**config.mk**
```make
export PLATFORM = sky130hd
export DESIGN_NAME = irq_dist_regs
export DESIGN_NICKNAME = d
export VERILOG_FILES = /design/src/rtl/dist_pkg.sv /design/src/rtl/dist_decode.sv /design/src/rtl/dist_flags.sv /design/src/rtl/dist_bytes.sv /design/src/rtl/irq_dist_regs.sv
export SDC_FILE = /design/constraint.sdc
export NUM_CORES = 2
export LEC_CHECK = 0
export BUFFER_PORTS_ARGS = -buffer_cell sky130_fd_sc_hd__buf_2
export CORE_MARGIN = 2
export CORE_UTILIZATION = 36
export DETAILED_ROUTE_END_ITERATION = 10
export PLACE_DENSITY_LB_ADDON = 0.3
export SLEW_MARGIN = 10
export SYNTH_ARGS = -nofsm -noshare
export SYNTH_HDL_FRONTEND = slang
export SYNTH_SLANG_ARGS = --single-unit
```
**constraint.sdc**
```tcl
create_clock -name clk_i -period 2.8 [get_ports clk_i]
set_input_delay 0.56 -clock clk_i [delete_from_list [all_inputs] [get_ports clk_i]]
set_output_delay 0.56 -clock clk_i [all_outputs]
set_load 0.01 [all_outputs]
```
**src/rtl/dist_pkg.sv**
```systemverilog
package dist_pkg;
  typedef enum logic [3:0] {
    K_BAD, K_ZERO, K_CTRL, K_GRP, K_ENS, K_ENC, K_PDS, K_PDC,
    K_ACT, K_PRIO, K_TGT, K_CFG, K_SWT, K_ID
  } kind_e;

  typedef struct packed {
    kind_e      kind;
    logic       err;
    logic [9:0] idx;
  } dec_t;
endpackage

```
**src/rtl/dist_decode.sv**
```systemverilog
module dist_decode
  import dist_pkg::*;
#(
  parameter int unsigned NUM_SRC = 96
) (
  input  logic        we_i,
  input  logic        half_i,
  input  logic [11:0] addr_i,
  input  logic [9:0]  swt_id_i,
  output dec_t        dec_o
);
  localparam int unsigned EN_BYTES  = NUM_SRC / 8;
  localparam int unsigned CFG_BYTES = NUM_SRC / 4;

  always_comb begin
    dec_o = '{kind: K_BAD, err: 1'b1, idx: '0};
    case (addr_i[11:8])
      4'h0: if (addr_i[7:3] == 5'd0) begin
        dec_o.err = 1'b0;
        if (addr_i[2:0] == 3'd0) dec_o.kind = K_CTRL;
        else if (addr_i[2:0] == 3'd4) begin
          dec_o.kind = K_GRP;
          dec_o.err  = we_i;
        end else begin
          dec_o.kind = K_ZERO;
          dec_o.err  = we_i && addr_i[2];
        end
      end
      4'h1, 4'h2: begin
        dec_o.idx  = {3'b0, addr_i[6:0]};
        dec_o.kind = addr_i[9] ? (addr_i[7] ? K_PDC : K_PDS)
                               : (addr_i[7] ? K_ENC : K_ENS);
        dec_o.err  = dec_o.idx >= 10'(EN_BYTES);
      end
      4'h3: if (!addr_i[7]) begin
        dec_o.idx  = {3'b0, addr_i[6:0]};
        dec_o.kind = K_ACT;
        dec_o.err  = we_i || (dec_o.idx >= 10'(EN_BYTES));
      end
      4'h4, 4'h5, 4'h6, 4'h7: begin
        dec_o.idx  = addr_i[9:0];
        dec_o.kind = K_PRIO;
        dec_o.err  = dec_o.idx >= 10'(NUM_SRC);
      end
      4'h8, 4'h9, 4'hA, 4'hB: begin
        dec_o.idx  = addr_i[9:0];
        dec_o.kind = K_TGT;
        dec_o.err  = dec_o.idx >= 10'(NUM_SRC);
      end
      4'hC, 4'hD, 4'hE: begin
        dec_o.idx  = addr_i[9:0];
        dec_o.kind = K_CFG;
        dec_o.err  = dec_o.idx >= 10'(CFG_BYTES);
      end
      default: begin
        if (addr_i[7:0] == 8'h00) begin
          dec_o.idx  = swt_id_i;
          dec_o.kind = K_SWT;
          dec_o.err  = !we_i || !half_i || (swt_id_i >= 10'(NUM_SRC));
        end else if (addr_i[7:5] == 3'b111) begin
          dec_o.idx  = {7'b0, addr_i[4:2]};
          dec_o.kind = (addr_i[1:0] == 2'b00) ? K_ID : K_ZERO;
          dec_o.err  = we_i;
        end
      end
    endcase
  end
endmodule

```
**src/rtl/dist_flags.sv**
```systemverilog
module dist_flags
  import dist_pkg::*;
#(
  parameter int unsigned NUM_SRC   = 96,
  parameter int unsigned NUM_FIXED = 15
) (
  input  logic               clk_i,
  input  logic               rst_ni,
  input  logic               wr_i,
  input  dec_t               dec_i,
  input  logic [7:0]         wdata_i,
  input  logic [NUM_SRC-33:0] irq_i,
  output logic [NUM_SRC-1:0] en_o,
  output logic [NUM_SRC-1:0] pd_o,
  output logic [NUM_SRC-1:0] lvl_o,
  output logic [NUM_SRC-1:0] mod_o,
  output logic [NUM_SRC-1:0] edg_o
);
  logic unused_err;
  assign unused_err = dec_i.err;

  for (genvar s = 0; s < NUM_SRC; s++) begin : g_src
    localparam int unsigned B8 = s / 8;
    localparam int unsigned B4 = s / 4;
    logic en_r, pd_r, lvl_r, mod_r, edg_r;
    logic hit8, hit4, sw_hit, en_set, en_clr, pd_set, pd_clr;
    logic lvl_d, rise, en_d, pd_d;

    if (s >= 32) begin : g_ext
      assign lvl_d = irq_i[s-32];
    end else begin : g_int
      assign lvl_d = 1'b0;
    end

    assign hit8   = wr_i && (dec_i.idx == 10'(B8)) && wdata_i[s%8];
    assign hit4   = wr_i && (dec_i.kind == K_CFG) && (dec_i.idx == 10'(B4));
    assign sw_hit = wr_i && (dec_i.kind == K_SWT) && (dec_i.idx == 10'(s));
    assign en_set = hit8 && (dec_i.kind == K_ENS);
    assign en_clr = hit8 && (dec_i.kind == K_ENC);
    assign pd_set = hit8 && (dec_i.kind == K_PDS);
    assign pd_clr = hit8 && (dec_i.kind == K_PDC);

    assign en_d = (en_r | en_set) & ~en_clr;
    assign rise = lvl_d & ~lvl_r;
    // hardware set events take precedence over a software clear in the same cycle
    assign pd_d = (pd_r & ~pd_clr) | pd_set | sw_hit
                | (rise & (edg_r | en_d))
                | (en_set & lvl_d & ~edg_r);

    always_ff @(posedge clk_i or negedge rst_ni) begin
      if (!rst_ni) begin
        en_r  <= 1'(s < NUM_FIXED);
        edg_r <= 1'(s < NUM_FIXED);
        pd_r  <= 1'b0;
        lvl_r <= 1'b0;
        mod_r <= 1'b0;
      end else begin
        en_r  <= en_d;
        pd_r  <= pd_d;
        lvl_r <= lvl_d;
        if (hit4) begin
          mod_r <= wdata_i[2*(s%4)];
          edg_r <= wdata_i[2*(s%4)+1];
        end
      end
    end

    assign en_o[s]  = en_r;
    assign pd_o[s]  = pd_r;
    assign lvl_o[s] = lvl_r;
    assign mod_o[s] = mod_r;
    assign edg_o[s] = edg_r;

    AST_EDGE_RISE: assert property (@(posedge clk_i) disable iff (!rst_ni)
      (rise && edg_r) |=> pd_r);
    AST_FALL_KEEP: assert property (@(posedge clk_i) disable iff (!rst_ni)
      (!lvl_d && lvl_r && !wr_i) |=> $stable(pd_r));
    AST_EN_LEVEL: assert property (@(posedge clk_i) disable iff (!rst_ni)
      (en_set && lvl_d && !edg_r) |=> pd_r);
  end
endmodule

```
**src/rtl/dist_bytes.sv**
```systemverilog
module dist_bytes
  import dist_pkg::*;
#(
  parameter int unsigned NUM_SRC = 96
) (
  input  logic                 clk_i,
  input  logic                 rst_ni,
  input  logic                 wr_i,
  input  dec_t                 dec_i,
  input  logic [7:0]           wdata_i,
  output logic [8*NUM_SRC-1:0] prio_o,
  output logic [7:0]           rd_prio_o,
  output logic [7:0]           rd_tgt_o
);
  logic unused_err;
  assign unused_err = dec_i.err;
  logic [7:0] tgt [NUM_SRC];

  for (genvar s = 0; s < NUM_SRC; s++) begin : g_src
    logic [7:0] pr_r, tg_r;
    always_ff @(posedge clk_i or negedge rst_ni) begin
      if (!rst_ni) begin
        pr_r <= '0;
        tg_r <= '0;
      end else if (wr_i && (dec_i.idx == 10'(s))) begin
        if (dec_i.kind == K_PRIO) pr_r <= wdata_i;
        if (dec_i.kind == K_TGT)  tg_r <= wdata_i;
      end
    end
    assign prio_o[8*s +: 8] = pr_r;
    assign tgt[s] = tg_r;
  end

  always_comb begin
    rd_prio_o = '0;
    rd_tgt_o  = '0;
    for (int n = 0; n < NUM_SRC; n++) begin
      if (dec_i.idx == 10'(n)) begin
        rd_prio_o = prio_o[8*n +: 8];
        rd_tgt_o  = tgt[n];
      end
    end
  end
endmodule

```
**src/rtl/irq_dist_regs.sv**
```systemverilog
module irq_dist_regs
  import dist_pkg::*;
#(
  parameter int unsigned NUM_SRC   = 96,
  parameter int unsigned NUM_FIXED = 15,
  parameter logic [63:0] ID_VALUE  = 64'h5A3C_0F21_8E47_D6B2
) (
  input  logic                 clk_i,
  input  logic                 rst_ni,
  input  logic [NUM_SRC-33:0]  irq_i,
  input  logic [NUM_SRC-1:0]   act_i,
  input  logic                 req_i,
  input  logic                 we_i,
  input  logic                 half_i,
  input  logic [11:0]          addr_i,
  input  logic [15:0]          wdata_i,
  output logic [7:0]           rdata_o,
  output logic                 err_o,
  output logic                 dist_en_o,
  output logic [NUM_SRC-1:0]   en_o,
  output logic [NUM_SRC-1:0]   pend_o,
  output logic [NUM_SRC-1:0]   lvl_o,
  output logic [8*NUM_SRC-1:0] prio_o
);
  localparam int unsigned EN_BYTES  = NUM_SRC / 8;
  localparam int unsigned CFG_BYTES = NUM_SRC / 4;
  localparam logic [7:0]  GROUPS    = 8'(NUM_SRC / 32 - 1);

  dec_t dec;
  logic wr;
  logic [NUM_SRC-1:0] mod, edg;
  logic [7:0] rd_prio, rd_tgt, rd_d;
  logic unused_hi;
  assign unused_hi = ^wdata_i[15:10];

  dist_decode #(.NUM_SRC(NUM_SRC)) u_dec (
    .we_i(we_i), .half_i(half_i), .addr_i(addr_i),
    .swt_id_i(wdata_i[9:0]), .dec_o(dec)
  );

  assign wr = req_i && we_i && !dec.err;

  dist_flags #(.NUM_SRC(NUM_SRC), .NUM_FIXED(NUM_FIXED)) u_flags (
    .clk_i(clk_i), .rst_ni(rst_ni), .wr_i(wr), .dec_i(dec),
    .wdata_i(wdata_i[7:0]), .irq_i(irq_i),
    .en_o(en_o), .pd_o(pend_o), .lvl_o(lvl_o), .mod_o(mod), .edg_o(edg)
  );

  dist_bytes #(.NUM_SRC(NUM_SRC)) u_bytes (
    .clk_i(clk_i), .rst_ni(rst_ni), .wr_i(wr), .dec_i(dec),
    .wdata_i(wdata_i[7:0]), .prio_o(prio_o),
    .rd_prio_o(rd_prio), .rd_tgt_o(rd_tgt)
  );

  function automatic logic [7:0] byte_of(input logic [NUM_SRC-1:0] v, input logic [9:0] k);
    logic [7:0] r = '0;
    for (int b = 0; b < EN_BYTES; b++)
      if (k == 10'(b)) r = v[8*b +: 8];
    return r;
  endfunction

  function automatic logic [7:0] cfg_of(input logic [9:0] k);
    logic [7:0] r = '0;
    for (int b = 0; b < CFG_BYTES; b++)
      if (k == 10'(b))
        for (int i = 0; i < 4; i++) begin
          r[2*i]   = mod[4*b+i];
          r[2*i+1] = edg[4*b+i];
        end
    return r;
  endfunction

  always_comb begin
    case (dec.kind)
      K_CTRL:         rd_d = {7'b0, dist_en_o};
      K_GRP:          rd_d = GROUPS;
      K_ENS, K_ENC:   rd_d = byte_of(en_o, dec.idx);
      K_PDS, K_PDC:   rd_d = byte_of(pend_o, dec.idx);
      K_ACT:          rd_d = byte_of(act_i, dec.idx);
      K_PRIO:         rd_d = rd_prio;
      K_TGT:          rd_d = rd_tgt;
      K_CFG:          rd_d = cfg_of(dec.idx);
      K_ID:           rd_d = ID_VALUE[8*dec.idx[2:0] +: 8];
      default:        rd_d = '0;
    endcase
  end

  always_ff @(posedge clk_i or negedge rst_ni) begin
    if (!rst_ni) begin
      dist_en_o <= 1'b0;
      rdata_o   <= '0;
      err_o     <= 1'b0;
    end else begin
      if (wr && dec.kind == K_CTRL) dist_en_o <= wdata_i[0];
      rdata_o <= (req_i && !we_i && !dec.err) ? rd_d : 8'h00;
      err_o   <= req_i && dec.err;
    end
  end

  AST_ERR_HOLD: assert property (@(posedge clk_i) disable iff (!rst_ni)
    (req_i && we_i && dec.err) |=> ($stable(en_o) && $stable(prio_o) && $stable(dist_en_o)));
  AST_ACT_RO: assert property (@(posedge clk_i) disable iff (!rst_ni)
    (req_i && we_i && addr_i[11:7] == 5'b00110) |=> err_o);
endmodule

```
# Word level (Yosys, flattened, before mapping)
# Index checks and enable logic that the tools add are counted.
[word_totals]
register_bits = 1994
[op_classes]
order_cmp = 4
eq_ne = 123
shifts = 1
muxes = 267
n_bitwise = 1248
reduce_logical = 916
[ops]
columns = ["op", "n"]
rows = [
  ["$mux W8", 253],
  ["$logic_and A1 B1 Y1", 705],
  ["$or A1 B1 Y1", 480],
  ["$and A1 B1 Y1", 448],
  ["$reduce_and A2 Y1", 192],
  ["$eq A10 B6 Y1 const B", 32],
  ["$eq A10 B7 Y1 const B", 32],
  ["$not A1 Y1", 320],
  ["$eq A10 B5 Y1 const B", 16],
  ["$eq A10 B4 Y1 const B", 8],
  ["$pmux W8 S9", 1],
  ["$shiftx A64 B7 Y8 const A", 1],
  ["$eq A4 B4 Y1 const B", 13],
  ["$mux W15", 3],
  ["$eq A10 B3 Y1 const B", 4],
  ["$pmux W10 S4", 1],
  ["$eq A4 B3 Y1 const B", 8],
  ["$pmux W5 S6", 1],
  ["$eq A10 B2 Y1 const B", 2],
  ["$ge A10 B7 Y1 const B", 2],
  ["$eq A4 B2 Y1 const B", 4],
  ["$reduce_or A11 Y1", 1],
  ["$eq A10 B1 Y1 const B", 1],
  ["$ge A10 B5 Y1 const B", 1],
  ["19 further kinds", 30],
]

# Logic depth before layout (Yosys ltp)
[depth]
ltp_word = 104
depth_mapped = 24
ltp_nobuf = 19

# Modules after synthesis
# Synthesis repeated with hierarchy kept, for this count alone.
[unflattened]
cells_unflattened = 9210
area_unflattened_um2 = 102747.3
[modules_own_cells]
columns = ["mod", "n_inst", "cells_per_inst", "area_each_um2", "seq_area_each_um2"]
rows = [
  ["dist_bytes", 1, 5831, 72027.8, 38436.9],
  ["dist_flags", 1, 2370, 24186.9, 11248.3],
  ["irq_dist_regs", 1, 942, 6062.1, 250.2],
  ["dist_decode", 1, 67, 470.5, 0.0],
]

# Worst setup path after synthesis
# No wires, ideal clock.
[synth_timing]
path_kind = "in2reg"
from = "in addr_i[6]"
to = "reg u_flags.g_src[12].mod_r"
t_arrival_ps = 4934
required_time_ps = 2675
path_slack_ps = -2259
stages = 17
n_path_buf = 4
path_cell_list = "clkbuf_1 -> nor4_2 -> nand2_1 -> nor2_1 -> a21oi_1 -> inv_1 -> ha_1 -> clkbuf_1 -> clkinv_1 -> nor3_2 -> nand3_1 -> nor2_1 -> clkbuf_1 -> buf_1 -> nand2_1 -> nor2_1 -> mux2_2"
[synth_between]
elab_chain_cells = 8
[synth_rtl]
columns = ["item", "line", "text"]
rows = [
  ["from (decl)", "irq_dist_regs.sv:15", "input logic [11:0] addr_i,"],
  ["$ge A7 B4 Y1 / $eq A3 B3 Y1 (equally long branches)", "dist_decode.sv:33, dist_decode.sv:38, dist_decode.sv:60", ""],
  ["$logic_or A1 B1 Y1 / $mux W15 (equally long branches)", "dist_decode.sv:38, dist_decode.sv:60", ""],
  ["$mux W15 (on tied branches)", "dist_decode.sv:35, dist_decode.sv:56", ""],
  ["$pmux W5 S6", "dist_decode.sv:17", "case (addr_i[11:8])"],
  ["$logic_not A1 Y1", "irq_dist_regs.sv:41", "assign wr = req_i && we_i && !dec.err;"],
  ["$logic_and A1 B1 Y1", "irq_dist_regs.sv:41", ""],
  ["$logic_and A1 B1 Y1", "dist_flags.sv:36", "assign hit4 = wr_i && (dec_i.kind == K_CFG) && (dec_i.idx == 10'(B4));"],
  ["$logic_and A1 B1 Y1 *", "dist_flags.sv:36", ""],
  ["to (signal assigned)", "dist_flags.sv:62", "mod_r <= wdata_i[2*(s%4)];"],
  ["to (decl)", "dist_flags.sv:25", "logic en_r, pd_r, lvl_r, mod_r, edg_r;"],
]
# Mark *: on every way between the ends. The rest lies on a longest branch, timed or not.
# A chain may end at the register's enable or synchronous reset.

# Worst setup path after layout
[layout_timing]
from = "in addr_i[8]"
to = "reg rdata_o[5]"
[layout_between]
elab_chain_cells = 102
[layout_rtl]
columns = ["item", "line", "text"]
rows = [
  ["$eq A4 B3 Y1 (tied with other cells)", "dist_decode.sv:17", ""],
  ["$reduce_or A11 Y1 (no source line) / $reduce_or A2 Y1 (equally long branches)", "n/a", ""],
  ["$pmux W10 S4", "dist_decode.sv:17", ""],
  ["$logic_not A10 Y1", "dist_bytes.sv:38, irq_dist_regs.sv:58, irq_dist_regs.sv:65", ""],
  ["$mux W8 (96 in a row)", "dist_bytes.sv:38", "if (dec_i.idx == 10'(n)) begin"],
  ["$pmux W8 S9", "irq_dist_regs.sv:74", "case (dec.kind)"],
  ["$mux W8 *", "irq_dist_regs.sv:95", "rdata_o <= (req_i && !we_i && !dec.err) ? rd_d : 8'h00;"],
  ["to (signal assigned)", "irq_dist_regs.sv:95", ""],
  ["to (decl)", "irq_dist_regs.sv:17", "output logic [7:0] rdata_o,"],
]
# Marked as above.

==> impl_metrics.csv <==
group,metric,value,unit
yosys,synth_cell_types,98,
global_routing,overflow,0,
routing,drc,0,
yosys,synth_edf_count,0,
worst_setup_path,crit_path_start,"addr_i[8]",
yosys,syn_avg_cell_area,11.0,um2
die,die_y,528,um
worst_setup_path,reg2regPathDepth,10,
timing,fin_crit,4.95,ns
flow_run,drv_cap,0,
yosys,synth-seq-cells,1994,
status,violations,"negative setup slack",
routing,drtAntennaViolNets,0,
place,placed_cell_area,0.130,mm2
pwr,switching_share,27.9,%
routing,vias,106000,
cells_and_area,nets,12800,
hold_path,hold_class,"input port to register",
die,die_x,528,um
cells_and_area,design_area,0.144,mm2
cts,clockBufferDepth,4,
cells_and_area,syn2layout_area_growth,45.9,%
pwr,power_switching,19700,uW
pwr,p_per_area,490,mW/mm2
worst_setup_path,end_kind,"register",
yosys,ys_warn_count,0,
pwr,p_seq_share,41.0,%
pwr,pwr-share-clk,46.7,%
place,gp_congestion,1.09,
cts,cts_max_level,4,
yosys,ys_seq_area_share,50.5,%
yosys,synth_top_area_cell,"dfrtp_1",
pwr,power_frac_comb,12.3,%
cts,tritoncts,"yes",
routing,viasPerCell,6.46,
yosys,yosysTopAreaCellShare,49.7,%
worst_setup_path,cp-endpoint,"rdata_o[5]$_DFF_PN0_",
yosys,synth_area_leaders,"dfrtp_1 (50%), mux2_2 (19%), o21ai_0 (3.1%)",
worst_setup_path,r2r-start,"u_flags.g_src[93].pd_r$_DFF_PN0_",
pwr,irDropWorstVdd,0.550,mV
worst_setup_path,crit_fanout,12,
place,port_buffers,1220,
worst_setup_path,crit_arrival,5.77,ns
pwr,p_leak,0.0709,uW
routing,drt_iter0_markers,15400,
yosys,async_reset_ff_share,100,%
worst_setup_path,cp_cell_sequence,"buf_8 -> or4_4 -> o211a_1 -> a32o_2 -> a21oi_4 -> inv_2 -> buf_6 -> ha_4 -> buf_4 -> nand3_2 -> buf_6 -> buf_12 -> nor2_4 -> buf_12 -> buf_4 -> a221oi_1 -> o21ai_1 -> buf_4 -> a211oi_4 -> o211ai_1 -> buf_4 -> nor4_4 -> buf_4 -> a31oi_1",
die,io-pin-count,1259,
yosys,synthesis.area,0.0988,mm2
worst_setup_path,worstReg2RegEnd,"rdata_o[5]$_DFF_PN0_",
global_routing,grt_max_degree,118,
cells_and_area,fillers,24700,
cts,clkSlewWorstSetupHoldPaths,0.06,ns
global_routing,grt_pass1_wl,953,mm
worst_setup_path,crit_required,3.62,ns
worst_setup_path,slowest_delay,0.55,ns
worst_setup_path,r2r_slack,-0.72,ns
cts,clock_latency,0.94,ns
cells_and_area,seq_area,0.0499,mm2
routing,wl_per_cell,44.6,um
die,coreArea,0.273,mm2
cells_and_area,drive_gt1_share,53.0,%
global_routing,grtUsageTotal,50.6,%
cts,cts_buffers,230,
global_routing,grt_antenna_before_repair,90,
timing,slew_headroom,9.42,%
die,dieArea,0.279,mm2
cells_and_area,post-route-util,52.7,%
cells_and_area,multi_input_area,0.0476,mm2
worst_setup_path,worst-setup-path-type,"input port to register",
timing,max_clock_freq,202,MHz
cts,clkSinkCount,1994,
timing,worstMarginPinSlew,1.35,ns
status,status,"finished with violations",
timing,fin_crit_sh,177,%
timing,grt_setup_unrepaired,"true",
pwr,p_int,50900,uW
worst_setup_path,critPathSlowestCell,"or4_4",
cts,root_buffer,"clkbuf_16",
timing,fin_worst_skew,0.0365,ns
routing,wirelength,730,mm
die,floorplan.rows,192,
timing,worst_slack,-2.15,ns
timing,setup_violations,1929,
routing,drt_pass1_iterations,8,
die,start_util,36.2,%
timing,final_hold_viol_count,0,
yosys,synth_ff_type,"dfrtp_1",
worst_setup_path,critPathLaunchType,"input port",
worst_setup_path,crit_top_cell,"buf_4",
timing,drv_slew,0,
place,dpl.hpwl,576,mm
yosys,syn_inst,9010,
hold_path,min-delay-start,"wdata_i[3]",
global_routing,grt_pass1_vias,102000,
[metal layers]
layer | up-vias | wire (um) | track usage, %
li1 | 40700 | - | -
met1 | 54500 | 270000 | 62.8
met2 | 8307 | 302000 | 72.8
met3 | 2270 | 84300 | 15.1
met4 | 70 | 74000 | 40.8
met5 | - | 542 | 0
[through the flow]
| step | setup WS (ns) | hold slack, ns | power (uW) | cells | setup TNS (ns) |
|---|---|---|---|---|---|
| 3_5_place_dp | -4.43 | 0.473 | 37000 | 15700 | -3326.56 |
| 3_3_place_gp | -6.36 | 0.463 | 37000 | 15700 | -3315.10 |
| 2_1_floorplan | -1.57 | 0.264 | 31500 | 9041 | -2165.93 |
| 5_1_grt | -2.06 | 0.115 | 71700 | 16400 | -1168.51 |
| 6_report | -2.15 | 0.123 | 70600 | 16400 | -1130.76 |
| 4_1_cts | -1.85 | 0.0746 | 70100 | 16300 | -946.65 |
[power groups by stage]
stage / combinational [uW] / clock [uW] / sequential (uW)
2_1_floorplan: 2070 / 0 / 29500
3_3_place_gp: 7520 / 0 / 29500
3_5_place_dp: 7510 / 0 / 29500
4_1_cts: 8100 / 33000 / 29000
5_1_grt: 8570 / 34200 / 29000
6_report: 8660 / 33000 / 29000
[final cells by class]
| class | instances | area share, % |
|---|---|---|
| Timing Repair Buffer | 4244 | 23.3 |
| Antenna cell | 43 | 0.0746 |
| Clock buffer | 327 | 4.56 |
| Sequential cell | 1994 | 34.6 |
| Multi-Input combinational cell | 6008 | 33.0 |
| Clock inverter | 91 | 1.01 |
| Inverter | 86 | 0.233 |
| Tap cell | 3589 | 3.11 |
[flip-flops by register name, indices dropped and copies added (netlist names)]
name and flops:
u_flags.g_src.en_r 96, u_flags.g_src.edg_r 96, err_o 1, u_flags.g_src.pd_r 96, u_flags.g_src.mod_r 96, rdata_o 8, u_bytes.g_src.tg_r 768, u_flags.g_src.lvl_r 64
u_bytes.g_src.pr_r 768, dist_en_o 1
[cells in the final DEF, fill, tap and decap left out, drive strengths merged, types with 68 or more instances in the layout]
cell    instances
a211oi         77
a21oi         382
a221o          68
a221oi        175
a22oi          98
a31oi         130
buf          4170
clkbuf        331
dfrtp        1964
inv            92
mux2         1645
nand2         548
nand3         203
nor2          648
nor2b          69
nor3          200
o211ai         90
o21ai         618
o221ai        115
o22ai         168
o31ai          92
[kinds of logic (layout without fill, tap and decap cells)]
| family | count (synthesis) | count (layout) | share of synthesized area, % |
|---|---|---|---|
| xor gates and xnor gates | 2 | 2 | 0.0177 |
| adders and majority gates | 6 | 6 | 0.0760 |
| AOI/OAI and AO/OA | 2417 | 2417 | 16.6 |
| buffers and inverters | 1039 | 4748 | 5.15 |
| muxes | 1659 | 1659 | 18.9 |
| and+or+nand+nor | 1892 | 1892 | 8.74 |
| DFF | 1994 | 1994 | 50.5 |
| other | 1 | 75 | 0.00379 |
[repair_timing]
item,CTS,global route
cloned,5,4
resized for setup,558,245
setup endpoints to repair,1929,1929
setup buffers,110,49
hold buffers,66,0
endpoints found under the hold margin,98,0
pin swaps,118,73
[worst max-delay path: cells and delay by family]
kind                       cells  cell delay, ns
AOI/OAI and AO/OA              8            2.12
buffers and inverters         11            1.83
and+or+nand+nor                4            1.00
adders and majority gates      1            0.19
[Yosys cell counts (all sizes together), types with 16 or more instances]
cell and number:
dfrtp 1964, mux2 1645, nor2 648, o21ai 618
nand2 548, clkbuf 536, buf 417, a21oi 382
nand3 203, nor3 200, a221oi 175, o22ai 168
a31oi 130, o221ai 115, a22oi 98, o31ai 92
o211ai 90, inv 84, a211oi 77, nor2b 69
a221o 68, o32ai 56, nand4 44, o2111ai 41
nor4 39, a2111oi 34, and3 30, dfstp 30
a22o 28, a21o 27, o22a 27, or3 25
or4 24, o221a 22, a211o 21, o21a 20
a32oi 16
[how the worst min path moves through the flow]
stage	end	slack (ns)	depth (start not counted)
2_1_floorplan	dist_en_o$_DFFE_PN0P_	0.26	0
3_3_place_gp	u_bytes.g_src[32].tg_r[5]$_DFFE_PN0P_	0.46	2
3_5_place_dp	u_bytes.g_src[51].tg_r[5]$_DFFE_PN0P_	0.47	2
4_1_cts	u_bytes.g_src[91].pr_r[3]$_DFFE_PN0P_	0.07	3
5_1_grt	u_bytes.g_src[91].pr_r[3]$_DFFE_PN0P_	0.12	3
6_report	u_bytes.g_src[91].pr_r[3]$_DFFE_PN0P_	0.12	3
No activity file was read; power rests on OpenSTA's default activity.
